### config.mk
export PLATFORM = sky130hd
export DESIGN_NAME = hs_byte_link
export DESIGN_NICKNAME = d
export VERILOG_FILES = /design/src/rtl/hs_link_pkg.sv /design/src/rtl/hs_edge_sampler.sv /design/src/rtl/hs_cmd_collector.sv /design/src/rtl/hs_resp_streamer.sv /design/src/rtl/hs_irq_delay.sv /design/src/rtl/hs_byte_link.sv
export SDC_FILE = /design/constraint.sdc
export NUM_CORES = 1
export LEC_CHECK = 0
export BUFFER_PORTS_ARGS = -buffer_cell sky130_fd_sc_hd__buf_2
export CAP_MARGIN = 10
export CORE_MARGIN = 5
export CORE_UTILIZATION = 25
export CTS_CLUSTER_DIAMETER = 40
export DETAILED_ROUTE_END_ITERATION = 16
export PLACE_DENSITY_LB_ADDON = 0.05
export SETUP_SLACK_MARGIN = 0.5
export SKIP_CTS_REPAIR_TIMING = 1
export SYNTH_ARGS = -nofsm -noshare
export SYNTH_HDL_FRONTEND = slang
export SYNTH_SLANG_ARGS = --single-unit
export TNS_END_PERCENT = 10
### constraint.sdc
create_clock -name clk -period 3.65 [get_ports clk]
set_input_delay 0.365 -clock clk [delete_from_list [all_inputs] [get_ports clk]]
set_output_delay 0.365 -clock clk [all_outputs]
set_load 0.02 [all_outputs]
### src/rtl/hs_link_pkg.sv
// Shared types for the handshaked byte link.
package hs_link_pkg;

    typedef logic [7:0] byte_t;

    // Handshake events decoded from one cycle of line samples.
    typedef struct packed {
        logic active;      // busy line asserted (low) this cycle
        logic changed;     // busy/ack pair differs from previous cycle
        logic idle_toggle; // ack toggled while busy stayed deasserted
        logic xfer_end;    // busy line rose this cycle
    } hs_evt_t;

endpackage

### src/rtl/hs_edge_sampler.sv
// Registers the previous busy/ack levels and decodes handshake events.
// Assumes host lines are already synchronous to clk. Both history bits
// reset to the idle (high) level so no event fires on release of reset.
module hs_edge_sampler
    import hs_link_pkg::*;
(
    input  logic    clk,
    input  logic    rst_n,
    input  logic    busy_n,
    input  logic    ack_n,
    output hs_evt_t evt
);

    logic last_busy_n;
    logic last_ack_n;

    // Hold previous line levels for edge detection.
    always_ff @(posedge clk) begin
        if (!rst_n) begin
            last_busy_n <= 1'b1;
            last_ack_n  <= 1'b1;
        end else begin
            last_busy_n <= busy_n;
            last_ack_n  <= ack_n;
        end
    end

    // Decode events from current and previous levels.
    always_comb begin
        evt.active      = !busy_n;
        evt.changed     = (busy_n != last_busy_n) || (ack_n != last_ack_n);
        evt.idle_toggle = busy_n && last_busy_n && (ack_n != last_ack_n);
        evt.xfer_end    = busy_n && !last_busy_n;
    end

endmodule

### src/rtl/hs_cmd_collector.sv
// Collects host-to-peripheral bytes into a DEPTH-entry buffer and reports
// a packet when the transfer ends. Bytes beyond DEPTH are dropped.
// Assumes DEPTH is a power of two, at least 2.
module hs_cmd_collector
    import hs_link_pkg::*;
#(
    parameter int DEPTH  = 16,
    parameter int ADDR_W = $clog2(DEPTH),
    parameter int CNT_W  = ADDR_W + 1
) (
    input  logic              clk,
    input  logic              rst_n,
    input  hs_evt_t           evt,
    input  logic              dir_to_host,
    input  byte_t             sr_in,
    input  logic [ADDR_W-1:0] raddr,
    output byte_t             rdata,
    output logic [CNT_W-1:0]  count,
    output logic              stored,
    output logic              pkt_valid,
    output logic [CNT_W-1:0]  pkt_len
);

    byte_t            mem [DEPTH];
    logic [DEPTH-1:0] slot_we;

    // A byte is taken on a pair change in host-to-peripheral mode while room remains.
    always_comb begin
        stored = evt.active && !dir_to_host && evt.changed &&
                 (count < CNT_W'(DEPTH));
    end

    // Per-slot write enables and storage.
    for (genvar i = 0; i < DEPTH; i++) begin : g_slot
        always_comb begin
            slot_we[i] = stored && (count[ADDR_W-1:0] == ADDR_W'(i));
        end
        always_ff @(posedge clk) begin
            if (slot_we[i]) begin
                mem[i] <= sr_in;
            end
        end
    end

    // Fill count, cleared at the end of each transfer.
    always_ff @(posedge clk) begin
        if (!rst_n) begin
            count <= '0;
        end else if (evt.xfer_end) begin
            count <= '0;
        end else if (stored) begin
            count <= count + CNT_W'(1);
        end
    end

    // Packet report: one-cycle valid with the collected length.
    always_ff @(posedge clk) begin
        if (!rst_n) begin
            pkt_valid <= 1'b0;
            pkt_len   <= '0;
        end else begin
            pkt_valid <= evt.xfer_end && (count != '0);
            if (evt.xfer_end && (count != '0)) begin
                pkt_len <= count;
            end
        end
    end

    // Asynchronous read port for the packet consumer.
    always_comb begin
        rdata = mem[raddr];
    end

endmodule

### src/rtl/hs_resp_streamer.sv
// Holds the response buffer, streams pending bytes to the host one per
// handshake change, and drives the active-low data-pending request.
// Assumes DEPTH <= 255 so an 8-bit length can express it.
module hs_resp_streamer
    import hs_link_pkg::*;
#(
    parameter int DEPTH  = 16,
    parameter int ADDR_W = $clog2(DEPTH),
    parameter int CNT_W  = ADDR_W + 1
) (
    input  logic              clk,
    input  logic              rst_n,
    input  hs_evt_t           evt,
    input  logic              dir_to_host,
    input  logic              we,
    input  logic [ADDR_W-1:0] waddr,
    input  byte_t             wdata,
    input  logic              commit,
    input  logic [7:0]        len,
    output byte_t             sr_out,
    output logic              req_n,
    output logic              loaded
);

    byte_t            mem [DEPTH];
    logic [CNT_W-1:0] size;
    logic [CNT_W-1:0] idx;
    logic [CNT_W-1:0] idx_nxt;
    logic [CNT_W-1:0] len_clamped;
    logic             pending;

    // Pending flag, next read index and clamped commit length.
    always_comb begin
        pending     = idx < size;
        idx_nxt     = idx + CNT_W'(1);
        len_clamped = (len > 8'(DEPTH)) ? CNT_W'(DEPTH) : CNT_W'(len);
        loaded      = evt.active && dir_to_host && evt.changed && pending;
    end

    // Response byte storage written by the controller side.
    always_ff @(posedge clk) begin
        if (we) begin
            mem[waddr] <= wdata;
        end
    end

    // Length and read index; a commit overrides a concurrent load.
    always_ff @(posedge clk) begin
        if (!rst_n) begin
            size <= '0;
            idx  <= '0;
        end else if (commit) begin
            size <= len_clamped;
            idx  <= '0;
        end else if (loaded) begin
            idx <= idx_nxt;
        end
    end

    // Byte presented to the host.
    always_ff @(posedge clk) begin
        if (!rst_n) begin
            sr_out <= '0;
        end else if (loaded) begin
            sr_out <= mem[idx[ADDR_W-1:0]];
        end
    end

    // Request line: released after the last byte, refreshed on idle toggles and transfer end.
    always_ff @(posedge clk) begin
        if (!rst_n) begin
            req_n <= 1'b1;
        end else if (loaded) begin
            if (idx_nxt >= size) begin
                req_n <= 1'b1;
            end
        end else if (evt.idle_toggle) begin
            req_n <= !pending;
        end else if (evt.xfer_end && pending) begin
            req_n <= 1'b0;
        end
    end

endmodule

### src/rtl/hs_irq_delay.sv
// Delays each interrupt request by DELAY_CYC clock edges and emits a
// one-cycle pulse. A request during the wait restarts the count.
// Assumes DELAY_CYC >= 1.
module hs_irq_delay #(
    parameter int DELAY_CYC = 1000,
    parameter int CW        = $clog2(DELAY_CYC + 1)
) (
    input  logic clk,
    input  logic rst_n,
    input  logic sched,
    output logic irq
);

    logic [CW-1:0] remain;

    // Down-counter reloaded on every request.
    always_ff @(posedge clk) begin
        if (!rst_n) begin
            remain <= '0;
        end else if (sched) begin
            remain <= CW'(DELAY_CYC);
        end else if (remain != '0) begin
            remain <= remain - CW'(1);
        end
    end

    // Pulse when the count expires without a fresh request.
    always_ff @(posedge clk) begin
        if (!rst_n) begin
            irq <= 1'b0;
        end else begin
            irq <= !sched && (remain == CW'(1));
        end
    end

endmodule

### src/rtl/hs_byte_link.sv
// Peripheral side of a handshaked byte link. Host lines are sampled each
// cycle; command bytes are collected, response bytes are streamed, and
// every handshake event schedules a delayed shift-register interrupt.
// Assumes host lines are synchronous to clk; reset is synchronous, active low.
module hs_byte_link
    import hs_link_pkg::*;
#(
    parameter int DEPTH     = 16,
    parameter int DELAY_CYC = 1000,
    parameter int ADDR_W    = $clog2(DEPTH),
    parameter int CNT_W     = ADDR_W + 1
) (
    input  logic              clk,
    input  logic              rst_n,
    input  logic              host_busy_n,
    input  logic              host_ack_n,
    input  logic              dir_to_host,
    input  logic [7:0]        sr_in,
    output logic              dev_req_n,
    output logic [7:0]        sr_out,
    output logic              sr_irq,
    output logic              pkt_valid,
    output logic [CNT_W-1:0]  pkt_len,
    input  logic [ADDR_W-1:0] cmd_raddr,
    output logic [7:0]        cmd_rdata,
    input  logic              resp_we,
    input  logic [ADDR_W-1:0] resp_waddr,
    input  logic [7:0]        resp_wdata,
    input  logic              resp_commit,
    input  logic [7:0]        resp_len
);

    hs_evt_t          evt;
    logic             stored;
    logic             loaded;
    logic             sched;
    logic [CNT_W-1:0] rx_count;

    hs_edge_sampler u_sampler (
        .clk    (clk),
        .rst_n  (rst_n),
        .busy_n (host_busy_n),
        .ack_n  (host_ack_n),
        .evt    (evt)
    );

    hs_cmd_collector #(.DEPTH(DEPTH)) u_collect (
        .clk         (clk),
        .rst_n       (rst_n),
        .evt         (evt),
        .dir_to_host (dir_to_host),
        .sr_in       (sr_in),
        .raddr       (cmd_raddr),
        .rdata       (cmd_rdata),
        .count       (rx_count),
        .stored      (stored),
        .pkt_valid   (pkt_valid),
        .pkt_len     (pkt_len)
    );

    hs_resp_streamer #(.DEPTH(DEPTH)) u_stream (
        .clk         (clk),
        .rst_n       (rst_n),
        .evt         (evt),
        .dir_to_host (dir_to_host),
        .we          (resp_we),
        .waddr       (resp_waddr),
        .wdata       (resp_wdata),
        .commit      (resp_commit),
        .len         (resp_len),
        .sr_out      (sr_out),
        .req_n       (dev_req_n),
        .loaded      (loaded)
    );

    // Every handshake event and every commit requests an interrupt.
    always_comb begin
        sched = stored || loaded || evt.idle_toggle || evt.xfer_end || resp_commit;
    end

    hs_irq_delay #(.DELAY_CYC(DELAY_CYC)) u_irq (
        .clk   (clk),
        .rst_n (rst_n),
        .sched (sched),
        .irq   (sr_irq)
    );

endmodule

==> flow_summary_export.csv <==
group,metric,value,unit
sta,slew_viol_final,0,
worst_hold_path,holdPathEnd,"u_stream.size[1]",
floorplan,initial_core_util,0.254,
setup_path,worstPathMaxFanout,21,
finish,final_area,14800,sq um
sta,finalSetupTns,0,ns
grt,grt_pass1_wl,44600,um
sta,relSlewSlack,0.375,
sta,whs,0.0442,ns
floorplan,die_w,228,um
outcome,status,"completed",
floorplan,rows,79,
placed_design,dp_slack,0.909,ns
sta,tightestPinTransition,0.934,ns
floorplan,die_h,228,um
grt,grt_usage,0.113,
grt,grt_pass1_vias,6863,
setup_path,r2r_end,"u_collect.mem[6][6]",
setup_path,crit_type,"in -> out",
setup_path,r2r_cells,6,
clock_network,worst_skew_pair.late_latency,0.58,ns
sta,min_period,2.61,ns
clock_network,ctsRootBufferMaster,"clkbuf_16",
clock_network,h-tree-depth,2,
synth,syn_inst,646,
floorplan,core_area,46800,sq um
grt,antenna_found_initial,0,
synth,synth_edf_count,256,
route,wl_per_cell,21.2,um
route,vias,6220,
finish,n_antenna_cell,0,
worst_hold_path,hold_class,"in -> reg",
setup_path,regToRegSetupSlack,1.14,ns
power_and_ir_drop,power.density,622,nW/um^2
setup_path,slowest_delay,0.58,ns
grt,overflow,0,
route,drt_iter0_drc,351,
sta,rsz0062_at_grt,"false",
synth,ys_seq_area_frac,0.720,
setup_path,worstPathArrival,2.24,ns
sta,max_freq,384,MHz
clock_network,clkTransAtPathRegs,0.05,ns
finish,drive_gt1_frac,0.311,
synth,synth_seq_cells,299,
route,final_antenna_net_count,0,
route,dr.pass1.iters,4,
floorplan,dieArea,52000,sq um
worst_hold_path,worstHoldPathCells,3,
synth,synth_cell_types,53,
finish,mostFrequentLayoutCells,"edfxtp_1, mux4_2, buf_2",
finish,layout_commonest_cell,"edfxtp_1",
power_and_ir_drop,p_total,9.20,mW
floorplan,ios,63,
power_and_ir_drop,ir_drop,286,uV
placed_design,placed_cells,1301,
worst_hold_path,worstHoldStart,"resp_len[1]",
finish,fin_nets,808,
clock_network,cts_buffers,54,
placed_design,placed_area,12900,sq um
route,routed_wl,29700,um
setup_path,cp-end-kind,"output port",
placed_design,dp_hpwl,19500,um
placed_design,port_buffers,62,
clock_network,clkSinkCount,299,
sta,finClkSkew,0.0254,ns
setup_path,critical_path.slowest_cell,"mux4_2",
synth,synth_area_per_cell,18.4,sq um
setup_path,required,3.28,ns
clock_network,cts_buffer_depth,3,
sta,hold_violations,0,
synth,yosysWarnings,0,
run,maxCapViolations,0,
sta,period_share,0.714,
setup_path,cp-start-kind,"primary input",
finish,layoutNonFillerInstCount,1402,
setup_path,worstPathCellList,"buf_2, buf_12, mux4_2, mux4_2, buf_2",
synth,syn_area,11900,sq um
placed_design,gp_congestion,0.759,
setup_path,crit_buf_inv,3,
finish,syn_to_final_growth,24.5,%
sta,setup_viol,0,
finish,fin_util,0.316,
sta,setup_ws,1.04,ns
setup_path,rr_startpoint,"u_sampler.last_busy_n",
clock_network,cts_tree,"yes",
synth,synth_fp_nets,704,
synth,synthFlopType,"edfxtp_1",
route,drc,0,
route,routed_via_density,4.44,
power_and_ir_drop,leakagePower,4.88,nW
grt,grt_max_degree,37,
setup_path,crit_family,"multiplexers",
synth,ys_async_sr_fraction,0,
## worst max-delay path by stage
stage	endpoint	slack, ns	start	depth (start not counted)
after floorplan	u_collect.mem[3][0]	1.32	host_busy_n	5
after CTS	cmd_rdata[1]	1.00	cmd_raddr[0]	5
after detailed placement	u_collect.mem[4][1]	0.91	host_busy_n	6
final	cmd_rdata[1]	1.04	cmd_raddr[0]	5
after global routing	cmd_rdata[1]	0.91	cmd_raddr[0]	5
after global placement	u_collect.mem[4][1]	0.95	host_busy_n	6
## synth_stat cells (7+ instances only)
cell type | number | area, sq um
clkbuf_1 | 11 | 41.3
a21oi_1 | 16 | 80.1
edfxtp_1 | 256 | 7690
inv_1 | 11 | 41.3
nor3_1 | 12 | 60.1
mux4_2 | 72 | 1620
nor4_1 | 7 | 43.8
a22o_1 | 8 | 70.1
ha_1 | 19 | 238
o22ai_1 | 8 | 50.1
nand2_1 | 29 | 109
nand2b_1 | 9 | 56.3
xnor2_1 | 13 | 114
dfxtp_1 | 43 | 861
a221oi_1 | 8 | 70.1
nor2_1 | 53 | 199
## state kept, by name, indices dropped and copies added, names as in the netlist
signal	count
u_collect.mem	128
u_stream.mem	128
u_irq.remain	10
u_stream.sr_out	8
u_collect.count	5
u_collect.pkt_len	5
u_stream.idx	5
u_stream.size	5
u_collect.pkt_valid	1
u_irq.irq	1
u_sampler.last_ack_n	1
u_sampler.last_busy_n	1
u_stream.req_n	1
## per-layer routing
metal  vias to the layer above  part of all wire  global-route usage
li1                       2814                 -                   -
met1                      3222              0.43               0.144
met2                       137              0.50               0.192
met3                        47             0.047              0.0294
met4                         0             0.020              0.0321
met5                         -                 0                   0
## cells by family after synthesis
| group | after synthesis | share of synthesized area |
|---|---|---|
| buffers and inverters | 39 | 0.0154 |
| AND/OR/NAND/NOR | 138 | 0.0588 |
| adder cells (fa/ha/maj) | 19 | 0.0200 |
| AO/OA/AOI/OAI | 59 | 0.0345 |
| multiplexers | 75 | 0.139 |
| XOR/XNOR | 17 | 0.0125 |
| flip-flops | 299 | 0.720 |
## cell type report
cell class	instances	area [sq um]
Tap cell	607	759
Inverter	12	45.0
Fill cell	4573	32000
Timing Repair Buffer	75	420
Clock buffer	66	1450
Multi-Input combinational cell	308	3160
Sequential cell	299	8550
Clock inverter	35	408
## report_power, final
group | internal (mW) | switching (mW)
logic | 0.142 | 0.219
registers | 3.77 | 0.0242
clock network | 3.33 | 1.72
## tightest hold or removal path, stage by stage
cell       delay, ns
buf_2           0.08
a2bb2oi_1       0.05
nor2_1          0.08
(Power assumes the default switching activity.)
